[src/rtl/exec_gate.sv]
module exec_gate #(
  parameter int unsigned ADDR_W = 32,
  parameter int unsigned DATA_W = 32,
  parameter int unsigned WIN_AW = 8,
  parameter logic [ADDR_W-1:0] TRAMP_ADDR = 'h0000_0100,
  parameter logic [ADDR_W-1:0] RAM_BASE   = 'h4000_0000,
  parameter logic [ADDR_W:0]   RAM_SIZE   = 'h0002_0000
) (
  input  logic              clk,
  input  logic              rst_n,
  input  logic              fetch_valid,
  input  logic              fetch_instr,
  input  logic [ADDR_W-1:0] fetch_addr,
  input  logic              cpu_cs,
  input  logic              cpu_we,
  input  logic [WIN_AW-1:0] cpu_addr,
  input  logic [DATA_W-1:0] cpu_wdata,
  output logic [DATA_W-1:0] cpu_rdata,
  output logic              cpu_ready,
  output logic              per_cs,
  output logic              per_we,
  output logic [WIN_AW-1:0] per_addr,
  output logic [DATA_W-1:0] per_wdata,
  input  logic [DATA_W-1:0] per_rdata,
  input  logic              per_ready,
  input  logic              spi_m_csn,
  input  logic              spi_m_sclk,
  input  logic              spi_m_mosi,
  output logic              spi_m_miso,
  output logic              spi_s_csn,
  output logic              spi_s_sclk,
  output logic              spi_s_mosi,
  input  logic              spi_s_miso,
  output logic              access_en
);

  localparam logic [ADDR_W:0] RAM_LO = {1'b0, RAM_BASE};
  localparam logic [ADDR_W:0] RAM_HI = RAM_LO + RAM_SIZE;

  logic is_fetch, hit_ram, hit_tramp, en_q;

  assign is_fetch  = fetch_valid & fetch_instr;
  assign hit_ram   = ({1'b0, fetch_addr} >= RAM_LO) && ({1'b0, fetch_addr} < RAM_HI);
  assign hit_tramp = (fetch_addr == TRAMP_ADDR);

  always_ff @(posedge clk or negedge rst_n) begin
    if (!rst_n)                    en_q <= 1'b0;
    else if (is_fetch && hit_ram)  en_q <= 1'b0;
    else if (is_fetch && hit_tramp) en_q <= 1'b1;
  end

  assign access_en = en_q;

  assign per_cs    = cpu_cs & en_q;
  assign per_we    = cpu_we & en_q;
  assign per_addr  = en_q ? cpu_addr  : '0;
  assign per_wdata = en_q ? cpu_wdata : '0;
  assign cpu_rdata = en_q ? per_rdata : '0;
  assign cpu_ready = en_q ? per_ready : cpu_cs;

  assign spi_s_csn  = en_q ? spi_m_csn  : 1'b1;
  assign spi_s_sclk = en_q & spi_m_sclk;
  assign spi_s_mosi = en_q & spi_m_mosi;
  assign spi_m_miso = en_q & spi_s_miso;

  AST_RESET_CLEAR: assert property (@(posedge clk) !rst_n |=> !access_en);
  AST_TRAMP_SET: assert property (@(posedge clk) disable iff (!rst_n)
    (fetch_valid && fetch_instr && fetch_addr == TRAMP_ADDR && !hit_ram) |=> access_en);
  AST_RAM_CLEAR: assert property (@(posedge clk) disable iff (!rst_n)
    (fetch_valid && fetch_instr && hit_ram) |=> !access_en);
  AST_HOLD_STATE: assert property (@(posedge clk) disable iff (!rst_n)
    !(fetch_valid && fetch_instr) |=> $stable(access_en));
  AST_BUS_BLOCKED: assert property (@(posedge clk) disable iff (!rst_n)
    !access_en |-> (!per_cs && !per_we && cpu_rdata == '0 && cpu_ready == cpu_cs));
  AST_SPI_IDLE: assert property (@(posedge clk) disable iff (!rst_n)
    !access_en |-> (spi_s_csn && !spi_s_sclk && !spi_s_mosi && !spi_m_miso));

endmodule

[config.mk]
export PLATFORM = sky130hd
export DESIGN_NAME = exec_gate
export DESIGN_NICKNAME = d
export VERILOG_FILES = /design/src/rtl/exec_gate.sv
export SDC_FILE = /design/constraint.sdc
export NUM_CORES = 1
export LEC_CHECK = 0
export BUFFER_PORTS_ARGS = -buffer_cell sky130_fd_sc_hd__buf_2
export CORE_AREA = 2 2 76 78
export DETAILED_ROUTE_END_ITERATION = 12
export DIE_AREA = 0 0 78 80
export REMOVE_ABC_BUFFERS = 1
export SYNTH_ARGS = -nofsm -noshare
export SYNTH_HDL_FRONTEND = slang
export SYNTH_SLANG_ARGS = --single-unit
export TNS_END_PERCENT = 20
[constraint.sdc]
create_clock -name clk -period 2.05 [get_ports clk]
set_input_delay 0.1025 -clock clk [delete_from_list [all_inputs] [get_ports clk]]
set_output_delay 0.1025 -clock clk [all_outputs]
set_load 0.05 [all_outputs]
# After elaboration in Yosys (flattened, before gate mapping)
# Cells that the tools add are included.
# totals
regBits	1
inputBits	115
output_inout_bits	80
wordCells	21
# classes
order_cmp	2
n_eq_ne	1
mux	7
bitwise	6
reduce_logical	4
# op_table
operator	count
$mux 32	2
$eq 32x9->1 const B	1
$ge 32x31->1 const B	1
$lt 32x31->1 const B	1
$mux 8	1
$and 1x1->1	6
$mux 1	4
$logic_and 1x1->1	3
$reduce_bool 2->1	1

# Depth between registers and ports, before layout
# logic_depth
word_depth	4
depth_mapped	4
depth_no_buf	4

# Worst setup path after synthesis
# Ideal clock, no wire load.
# synth_timing
path_type	reg2out
start	register en_q, in the netlist access_en
end	output cpu_ready
arrival_ns	1.466
setup_slack_ns	0.481
stages_incl_launch_ff	3
n_path_buf	1
cell_sequence	dfrtp_1 -> clkbuf_1 -> mux2_2
# synth_between
elab_chain_len	1
# synth_rtl
item	line_no	rtl
start: declaration	40	logic is_fetch, hit_ram, hit_tramp, en_q;
start signal: assignment	47	if (!rst_n) en_q <= 1'b0;
start signal: assignment	48	else if (is_fetch && hit_ram) en_q <= 1'b0;
start signal: assignment	49	else if (is_fetch && hit_tramp) en_q <= 1'b1;
$mux 1	59	assign cpu_ready = en_q ? per_ready : cpu_cs;
end: declaration	19	output logic cpu_ready,
# Every way passes these cells.

# Worst setup path after layout
# layout_timing
start	register en_q, in the netlist access_en
end	output cpu_rdata[18]
# layout_between
elab_chain_len	1
# layout_rtl
item	line_no	rtl
$mux 32	58	assign cpu_rdata = en_q ? per_rdata : '0;
end: declaration	18	output logic [DATA_W-1:0] cpu_rdata,
# Every way passes these cells.

==> results.cfg <==
[cells_and_area]
post_route_cells_drive_above_1_share = 0.679
antenna_cells = 0
nNetsFinal = 410
area_growth_pct = 154
largest_register_ffs = 1

[drt]
drc = 0
via_count = 1385
wire_per_inst_um = 9.45
wl_mm = 3.45
via_per_inst = 3.79
drt_iter0_markers = 34
ant_nets = 0
first_pass_iters = 4

[pwr]
vdd_drop_max_mv = 0.0707
p_seq_frac = 0.148
leakage_uw = 0.00118
p_clk_frac = 0
comb_power_share = 0.852
internal_power_uw = 101
p_sw_frac = 0.251
power_density_nw_per_um2 = 78.2
switchingPower_uw = 34.1
power_uw = 136

[logic_synthesis]
syn_area_per_cell_sq_um = 6.51
synth-seq-cells = 1
yosysWarnings = 0
synthTopCellsByArea = and2_1 (71%), clkbuf_1 (4.4%), dfrtp_1 (3.7%)
synthCells = 105
synth_area_leader_cell = and2_1
synth_cell_types = 18
async_flop_share = 1.00
syn-cell-area_sq_um = 683
synthDominantCellAreaShare = 0.705
synth_edf_count = 0
synth_commonest_cells = and2_1 (77), clkbuf_1 (8), nor4_1 (4), nor2_1 (2)
yosysMostFrequentCell = and2_1
ys.flop_type = dfrtp_1
yosysSeqAreaShare = 0.0366

[placement]
globalplace.congestion = 0.700
io_buffers = 194
dpl.hpwl_mm = 3.07
place_ws_ps = 406

[setup_path]
rrSetupSlack_ps = 890
r2r_cells = 2
cp.arrival_ps = 1480
path_cells = buf_4, and2_1, buf_2
end_kind = primary output
cpPeakStageDelay_ps = 660
crit_path_max_fanout = 42
crit_slowest_cell = dfrtp_2
worstSetupStartpointType = flop
worstPathRequired_ps = 1950
crit_family = flip-flops
crit_type = reg -> out
r2r-end = access_en$_DFFE_PN0P_
cp_num_buf_inv = 2
r2r_start = access_en$_DFFE_PN0P_
cp.depth = 3

[timing]
max_freq_mhz = 630
slew_violations = 0
hold_violations = 0
finalCriticalPeriod_ps = 1590
layout_setup_ws_ps = 463
post-route-period-util = 0.774
setup_violations = 0
max_slew_margin = 0.672
tightest_slew_ps = 491
final.setup_skew_ps = 0
rsz0062_at_grt = no

[floorplanning]
die_w_um = 78
core_sq_um = 5410
rows = 27
chipHeight_um = 80
ioPinCount = 195
design.die.area_sq_um = 6240
floorplan.initialDensity = 0.126

[global_route]
overflow = 0
grt_usage = 0.0917
antenna_found_initial = 0
grt_max_degree = 43
met3_usage = 0.0136
grt_pass1_wl_mm = 4.87
use_met1 = 0.0929
busiest_layer = met2
grt_pass1_vias = 1184
grt_use_met2 = 0.202

[clock_network]
cts_resized = 0
postCtsSetupBuffers = 0
cts.clk_slew.worst_paths_ps = 0
clock_latency_ps = 0

[hold_path]
hp-class = in -> async

[outcome]
status = complete, no violations

[run]
maxCapViolCount = 0
-- placed cells by master (no fill, tap or decap) --
cell type,instances
buf_2,194
and2_1,77
nor4_1,4
nor2_1,2
mux2_2,1
nand2b_1,1
nor4b_1,1
nand3_1,1
nor3_1,1
nand4_1,1
nor2b_1,1
a31oi_1,1
or4_4,1
nand3b_1,1
nor4_4,1
mux2_1,1
o21a_1,1
dfrtp_2,1
dlygate4sd3_1,1
buf_4,1
-- power groups by stage --
stage	sequential (uW)	combinational, uW	clock [uW]
floorplan	20.1	12.0	0
global placement	20.1	113	0
detailed placement	20.1	115	0
CTS	20.1	117	0
global route	20.1	128	0
finish	20.1	115	0
-- kinds of logic (layout without fill, tap and decap cells) --
| family | Yosys count | after routing | synth area share |
|---|---|---|---|
| AND/OR/NAND/NOR | 92 | 92 | 0.866 |
| buffers and inverters | 8 | 196 | 0.0440 |
| AO/OA/AOI/OAI | 2 | 2 | 0.0202 |
| multiplexers | 2 | 2 | 0.0330 |
| flip-flops | 1 | 1 | 0.0366 |
-- worst max-delay path by stage --
| stage | start | endpoint |
|---|---|---|
| after global placement | access_en$_DFFE_PN0P_ | cpu_rdata[18] |
| after detailed placement | access_en$_DFFE_PN0P_ | cpu_rdata[18] |
| after CTS | access_en$_DFFE_PN0P_ | cpu_rdata[18] |
| final | access_en$_DFFE_PN0P_ | cpu_rdata[18] |
| after floorplan | access_en$_DFFE_PN0P_ | spi_s_csn |
| after global routing | access_en$_DFFE_PN0P_ | per_wdata[7] |
-- what timing repair did --
action / 4_1_cts / 5_1_grt
endpoints found under the hold margin: 1 / 0
hold buffers: 1 / 0
endpoints found under the setup margin: 0 / 0
-- metrics by stage --
step / util / cell area, sq um / TNS [ps] / std cells / hold slack [ps]
2_1_floorplan: - / 653 / -32.0 / 97 / -193
3_3_place_gp: 0.319 / 1720 / 0 / 364 / -120
3_5_place_dp: 0.319 / 1720 / 0 / 364 / -116
4_1_cts: 0.321 / 1730 / 0 / 365 / 417
5_1_grt: 0.321 / 1730 / 0 / 365 / 432
6_report: 0.321 / 1730 / 0 / 365 / 412
-- final cells by class --
type,instances,area (sq um)
timing repair buffer,196,988
sequential,1,26.3
fill,573,3670
tap,72,90.1
multi-input combinational,96,628
-- worst register-to-register path, stage by stage, from the launching register on --
cell and delay (ps):
dfrtp_2 570, mux2_1 360, o21a_1 100
-- metal layers --
layer | routed length [um] | vias up
li1 | - | 710
met1 | 1220 | 575
met4 | 0 | 0
met5 | 0 | -
met3 | 404 | 0
met2 | 1830 | 100
No activity file was read; power rests on OpenSTA's default activity.
